===== src/rtl/afr_pkg.sv =====
package afr_pkg;
   typedef enum logic [2:0] {
      ST_IDLE,
      ST_START,
      ST_DATA,
      ST_EXTRA,
      ST_STOP
   } afr_state_e;

   typedef struct packed {
      logic short_char;
      logic par_en;
      logic mp_mode;
      logic two_stop;
      logic par_odd;
   } afr_cfg_t;
endpackage


===== src/rtl/afr_sync.sv =====
module afr_sync #(
   parameter int STAGES = 2
) (
   input  logic clk,
   input  logic rst_n,
   input  logic din,
   output logic dout
);
   logic [STAGES-1:0] q;

   for (genvar g = 0; g < STAGES; g++) begin : g_stage
      if (g == 0) begin : g_first
         always_ff @(posedge clk) begin
            if (!rst_n) q[g] <= 1'b1;
            else        q[g] <= din;
         end
      end else begin : g_next
         always_ff @(posedge clk) begin
            if (!rst_n) q[g] <= 1'b1;
            else        q[g] <= q[g-1];
         end
      end
   end

   assign dout = q[STAGES-1];
endmodule


===== src/rtl/afr_seq.sv =====
module afr_seq
   import afr_pkg::*;
#(
   parameter int OVS    = 16,
   parameter int DATA_W = 8
) (
   input  logic       clk,
   input  logic       rst_n,
   input  logic       tick,
   input  logic       line,
   input  afr_cfg_t   cfg_in,
   output afr_state_e state,
   output afr_cfg_t   cfg,
   output logic       samp,
   output logic       start_ok,
   output logic       last
);
   localparam int CW  = $clog2(OVS);
   localparam int MID = OVS / 2;
   localparam int BW  = $clog2(DATA_W + 1);

   logic [CW-1:0] cnt;
   logic [BW-1:0] bitn;
   logic [BW-1:0] nbits;
   logic          prev;
   logic          at_end;
   logic          in_bits;

   always_comb begin
      at_end   = (cnt == CW'(OVS - 1));
      in_bits  = (state == ST_DATA) || (state == ST_EXTRA) || (state == ST_STOP);
      samp     = tick && at_end && in_bits;
      start_ok = tick && (state == ST_START) && (cnt == CW'(MID - 1)) && !line;
      nbits    = cfg.short_char ? BW'(DATA_W - 1) : BW'(DATA_W);
      last     = samp && (state == ST_STOP) && (!cfg.two_stop || (bitn != '0));
   end

   always_ff @(posedge clk) begin
      if (!rst_n) begin
         state <= ST_IDLE;
         cnt   <= '0;
         bitn  <= '0;
         prev  <= 1'b1;
         cfg   <= '0;
      end else if (tick) begin
         case (state)
            ST_IDLE: begin
               prev <= line;
               if (prev && !line) begin
                  state <= ST_START;
                  cnt   <= '0;
                  cfg   <= cfg_in;
               end
            end
            ST_START: begin
               if (cnt == CW'(MID - 1)) begin
                  cnt  <= '0;
                  bitn <= '0;
                  if (!line) begin
                     state <= ST_DATA;
                  end else begin
                     state <= ST_IDLE;
                     prev  <= line;
                  end
               end else begin
                  cnt <= cnt + 1'b1;
               end
            end
            default: begin
               if (!at_end) begin
                  cnt <= cnt + 1'b1;
               end else begin
                  cnt <= '0;
                  case (state)
                     ST_DATA: begin
                        if (bitn == nbits - 1'b1) begin
                           bitn  <= '0;
                           state <= (cfg.par_en || cfg.mp_mode) ? ST_EXTRA : ST_STOP;
                        end else begin
                           bitn <= bitn + 1'b1;
                        end
                     end
                     ST_EXTRA: begin
                        bitn  <= '0;
                        state <= ST_STOP;
                     end
                     ST_STOP: begin
                        if (cfg.two_stop && (bitn == '0)) begin
                           bitn <= BW'(1);
                        end else begin
                           state <= ST_IDLE;
                           prev  <= line;
                        end
                     end
                     default: state <= ST_IDLE;
                  endcase
               end
            end
         endcase
      end
   end
endmodule


===== src/rtl/afr_capture.sv =====
module afr_capture
   import afr_pkg::*;
#(
   parameter int DATA_W = 8
) (
   input  logic              clk,
   input  logic              rst_n,
   input  logic              line,
   input  afr_state_e        state,
   input  afr_cfg_t          cfg,
   input  logic              samp,
   input  logic              start_ok,
   input  logic              last,
   output logic [DATA_W-1:0] rx_data,
   output logic              rx_valid,
   output logic              err_parity,
   output logic              err_frame,
   output logic              mp_flag
);
   logic [DATA_W-1:0] sh;
   logic              xbit;
   logic              stop_bad;
   logic [DATA_W-1:0] word;
   logic              par_mis;
   logic              chk_par;

   always_comb begin
      word    = cfg.short_char ? {1'b0, sh[DATA_W-1:1]} : sh;
      par_mis = ((^word) ^ xbit) != cfg.par_odd;
      chk_par = cfg.par_en && !cfg.mp_mode;
   end

   always_ff @(posedge clk) begin
      if (!rst_n) begin
         sh         <= '0;
         xbit       <= 1'b0;
         stop_bad   <= 1'b0;
         rx_data    <= '0;
         rx_valid   <= 1'b0;
         err_parity <= 1'b0;
         err_frame  <= 1'b0;
         mp_flag    <= 1'b0;
      end else begin
         rx_valid <= 1'b0;
         if (start_ok) begin
            sh       <= '0;
            xbit     <= 1'b0;
            stop_bad <= 1'b0;
         end
         if (samp) begin
            case (state)
               ST_DATA:  sh       <= {line, sh[DATA_W-1:1]};
               ST_EXTRA: xbit     <= line;
               ST_STOP:  stop_bad <= stop_bad | !line;
               default:  ;
            endcase
         end
         if (last) begin
            rx_valid   <= 1'b1;
            rx_data    <= word;
            err_frame  <= stop_bad | !line;
            err_parity <= chk_par && par_mis;
            mp_flag    <= cfg.mp_mode && xbit;
         end
      end
   end
endmodule


===== src/rtl/async_frame_rx.sv =====
module async_frame_rx
   import afr_pkg::*;
#(
   parameter int OVS         = 16,
   parameter int DATA_W      = 8,
   parameter int SYNC_STAGES = 2
) (
   input  logic              clk,
   input  logic              rst_n,
   input  logic              tick,
   input  logic              rxd,
   input  logic              cfg_short,
   input  logic              cfg_par_en,
   input  logic              cfg_mp,
   input  logic              cfg_two_stop,
   input  logic              cfg_par_odd,
   output logic [DATA_W-1:0] rx_data,
   output logic              rx_valid,
   output logic              err_parity,
   output logic              err_frame,
   output logic              mp_flag
);
   if (OVS < 4 || (OVS % 2) != 0) begin : g_bad_ovs
      $error("OVS must be even and at least 4");
   end
   if (DATA_W < 2) begin : g_bad_width
      $error("DATA_W must be at least 2");
   end
   if (SYNC_STAGES < 1) begin : g_bad_sync
      $error("SYNC_STAGES must be at least 1");
   end

   logic       line;
   afr_state_e state;
   afr_cfg_t   cfg_in;
   afr_cfg_t   cfg_q;
   logic       samp;
   logic       start_ok;
   logic       last;

   assign cfg_in = '{short_char: cfg_short, par_en: cfg_par_en, mp_mode: cfg_mp,
                     two_stop: cfg_two_stop, par_odd: cfg_par_odd};

   afr_sync #(.STAGES(SYNC_STAGES)) u_sync (
      .clk  (clk),
      .rst_n(rst_n),
      .din  (rxd),
      .dout (line)
   );

   afr_seq #(.OVS(OVS), .DATA_W(DATA_W)) u_seq (
      .clk     (clk),
      .rst_n   (rst_n),
      .tick    (tick),
      .line    (line),
      .cfg_in  (cfg_in),
      .state   (state),
      .cfg     (cfg_q),
      .samp    (samp),
      .start_ok(start_ok),
      .last    (last)
   );

   afr_capture #(.DATA_W(DATA_W)) u_cap (
      .clk       (clk),
      .rst_n     (rst_n),
      .line      (line),
      .state     (state),
      .cfg       (cfg_q),
      .samp      (samp),
      .start_ok  (start_ok),
      .last      (last),
      .rx_data   (rx_data),
      .rx_valid  (rx_valid),
      .err_parity(err_parity),
      .err_frame (err_frame),
      .mp_flag   (mp_flag)
   );
endmodule


===== config.mk =====
export PLATFORM = sky130hd
export DESIGN_NAME = async_frame_rx
export DESIGN_NICKNAME = d
export VERILOG_FILES = /design/src/rtl/afr_pkg.sv /design/src/rtl/afr_sync.sv /design/src/rtl/afr_seq.sv /design/src/rtl/afr_capture.sv /design/src/rtl/async_frame_rx.sv
export SDC_FILE = /design/constraint.sdc
export NUM_CORES = 1
export LEC_CHECK = 0
export ABC_CLOCK_PERIOD_IN_PS = 4230
export BUFFER_PORTS_ARGS = -buffer_cell sky130_fd_sc_hd__buf_2
export CORE_MARGIN = 4
export CORE_UTILIZATION = 35
export CTS_CLUSTER_SIZE = 14
export DETAILED_ROUTE_END_ITERATION = 8
export HOLD_SLACK_MARGIN = 0.03
export PLACE_DENSITY = 0.51
export SETUP_SLACK_MARGIN = 0.3
export SYNTH_ARGS = -nofsm -noshare
export SYNTH_HDL_FRONTEND = slang
export SYNTH_SLANG_ARGS = --single-unit

===== constraint.sdc =====
create_clock -name clk -period 4.23 [get_ports clk]
set_clock_uncertainty 0.15 [all_clocks]
set_input_delay 1.0575 -clock clk [delete_from_list [all_inputs] [get_ports clk]]
set_output_delay 1.0575 -clock clk [all_outputs]
set_load 0.005 [all_outputs]

==> results_dict.tcl <==
set metrics [dict create \
    timing.max_slew.rel_slack_pct 33.4 \
    status "finished, final reports clean" \
    postSynthNetCount 230 \
    syn-cell-area_sq_mm 0.00202 \
    die_y_um 83.9 \
    synth.yosys.warnings 0 \
    placement.io_buffers 20 \
    wire_per_inst_um 14.1 \
    worstPathCellList "buf_2 -> inv_1 -> nor2_1 -> nand2_1 -> nor3b_1 -> a22o_1" \
    post_cts_hold_buffer_count 0 \
    post-dp-hpwl_um 3030 \
    setup_slack_ns 1.55 \
    insertion_delay_ns 0.29 \
    synthesis.instances 218 \
    antenna_left 0 \
    tightest_slew_ns 0.997 \
    fmax_mhz 373 \
    post_cts.resized_instances 0 \
    area_of_the_core_sq_mm 0.00554 \
    timing.critical_path.from_type "input pin" \
    nets 247 \
    post_synth.cell_area_avg_sq_um 9.25 \
    synth.yosys.seq_area_share_pct 40.7 \
    post_dp_cell_area_sq_mm 0.00217 \
    final-setup-viol-count 0 \
    post-place-ws_ns 1.31 \
    cts_root_buffer "clkbuf_8" \
    dr.first_iter.drc_count 65 \
    clkTransAtPathRegs_ns 0.08 \
    maxCapViolCount 0 \
    synth-edff-count 0 \
    flip_flop_and_latch_count_after_synthesis 41 \
    diodes 0 \
    crit_required_ns 4.31 \
    start_util_pct 36.4 \
    final_hold_viol_count 0 \
    synth_cell_types 48 \
    first_pass_grt_wire_length_um 7710 \
    longest_individual_stage_delay_on_the_worst_path_ns 0.83 \
    drive_gt1_share_pct 13.6 \
    tritoncts "done" \
    rrSetupSlack_ns 1.58 \
    setup.worst_path.class "input pin to register" \
    route.final.wire_length_um 4330 \
    critical_path.endpoint_type "register" \
    post_synth_main_area_contributors "dfxtp_1, mux2i_1, o211a_1, xnor2_1, nand2_1" \
    cp_max_fo 8 \
    slew_violations 0 \
    critical_path.slowest_cell "nor3b_1" \
    final.min_clock_period_ns 2.68 \
    cts-buffers-inserted 5 \
    power.static_leakage_nw 0.935 \
    residual_overflow_from_global_routing 0 \
    boundaryPins 21 \
    grt_use_total_pct 13.2 \
    largest_net_degree_at_the_start_of_global_routing 36 \
    setup_tns_ns 0 \
    clock_path_buffers 2 \
    flow.area_growth_from_synthesis_pct 12.7 \
    asyncSetResetFlopFracSynth_pct 0 \
    synth-main-ff-cell "dfxtp_1" \
    first_global_vias 1597 \
    fin_crit_sh_pct 63.3 \
    grt_setup_unrepaired "no" \
    die_area_sq_mm 0.00704 \
    synth.top_cell.area_share_pct 40.7 \
    antenna_violations_before_repair 0 \
    path_delay_family "simple AND/OR/NAND/NOR gates" \
    library_cell_occupying_the_most_area_in_the_post_synthesis_netlist "dfxtp_1" \
    routabilityCongestion 0.803 \
    crit_arrival_ns 2.76 \
    cts_sinks 41 \
    die-width_um 83.9 \
    nFillCells 576 \
    power_density_mw_per_mm2 320 \
    rows 27 \
    hold_path.class "register to register" \
    via_count 1599 \
    peakVddDrop_mv 0.188 \
    postLayoutCellArea_sq_mm 0.00227 \
    crit_buf_inv 2 \
    dr.pass1.iters 4 \
    htree_levels 2 \
    cts_setup_buffers 0 \
    route.detailed.drc 0 \
    avgViaCountPerCell 5.21 \
]
synthesized netlist by cell type (3+ instances only):
library cell,n
a21boi_0,8
a22o_1,8
and2_1,3
buf_2,4
clkbuf_1,6
dfxtp_1,41
ha_1,3
inv_1,5
mux2i_1,13
nand2_1,20
nand2b_1,6
nand3_1,4
nand3b_1,4
nor2_1,9
nor2b_1,11
nor3_1,4
nor3b_1,3
o211a_1,9
o21ai_0,9
or3_1,3
xnor2_1,9
final cells by class:
| type | instances | area [sq um] | share of cell area (%) |
|---|---|---|---|
| Multi-Input combinational cell | 161 | 1130 | 49.8 |
| Clock buffer | 5 | 68.8 | 3.03 |
| Sequential cell | 41 | 821 | 36.1 |
| Inverter | 5 | 18.8 | 0.826 |
| Timing Repair Buffer | 21 | 108 | 4.74 |
| Tap cell | 72 | 90.1 | 3.96 |
| Clock inverter | 2 | 35.0 | 1.54 |
final timing paths:
path                        from                to  depth (start not counted)
setup / recovery            tick       u_cap.sh[3]                          6
hold / removal       u_sync.q[0]       u_sync.dout                          1
setup reg to reg  u_seq.state[2]  u_cap.err_parity                          5
hold reg to reg      u_sync.q[0]       u_sync.dout                          1
flip-flops by register name, summed over array words and instances (netlist names):
| name | cells |
|---|---|
| u_cap.err_frame | 1 |
| u_cap.err_parity | 1 |
| u_cap.mp_flag | 1 |
| u_cap.rx_data | 8 |
| u_cap.rx_valid | 1 |
| u_cap.sh | 8 |
| u_cap.stop_bad | 1 |
| u_cap.xbit | 1 |
| u_seq.bitn | 4 |
| u_seq.cfg | 5 |
| u_seq.cnt | 4 |
| u_seq.prev | 1 |
| u_seq.state | 3 |
| u_sync.dout | 1 |
| u_sync.q | 1 |
power by group:
part / switching, W / total (W) / internal, W
clock network: 0.000132 / 0.000304 / 0.000172
registers: 0.00000443 / 0.000393 / 0.000389
logic: 0.0000166 / 0.0000300 / 0.0000133
total: 0.000153 / 0.000727 / 0.000574
placed cells by master (no fill, tap or decap), types with 6 or more instances in the layout:
master    synthesis  layout
dfxtp_1          41      41
nand2_1          20      20
buf_2             4      20
mux2i_1          13      13
nor2b_1          11      11
nor2_1            9       9
xnor2_1           9       9
o21ai_0           9       9
o211a_1           9       9
a21boi_0          8       8
a22o_1            8       8
nand2b_1          6       6
per-stage QoR:
step	hold WS, ns	std cells	power [W]	util, %
after global placement	0.245	300	0.000432	39.1
after floorplan	0.236	218	0.000421	-
after CTS	0.273	307	0.000738	41.0
after global routing	0.301	307	0.000759	41.0
after detailed placement	0.255	300	0.000432	39.1
final	0.268	307	0.000727	41.0
kinds of logic after synthesis:
kind of cell / count (synthesis) / share of synthesized area (%)
adder cells (fa/ha/maj): 3 / 1.86
flip-flops: 41 / 40.7
multiplexers: 13 / 6.45
AND/OR/NAND/NOR: 81 / 22.6
buffers and inverters: 16 / 3.23
XOR/XNOR: 11 / 4.78
AO/OA/AOI/OAI: 53 / 20.3
per-layer routing:
layer | track usage (%) | vias up | part of all wire (%)
li1 | - | 821 | -
met1 | 18.0 | 752 | 51
met2 | 20.3 | 22 | 44
met3 | 3.75 | 4 | 3.3
met4 | 3.65 | 0 | 0.88
met5 | 0 | - | 0
Power figures use the tool's default switching activity.
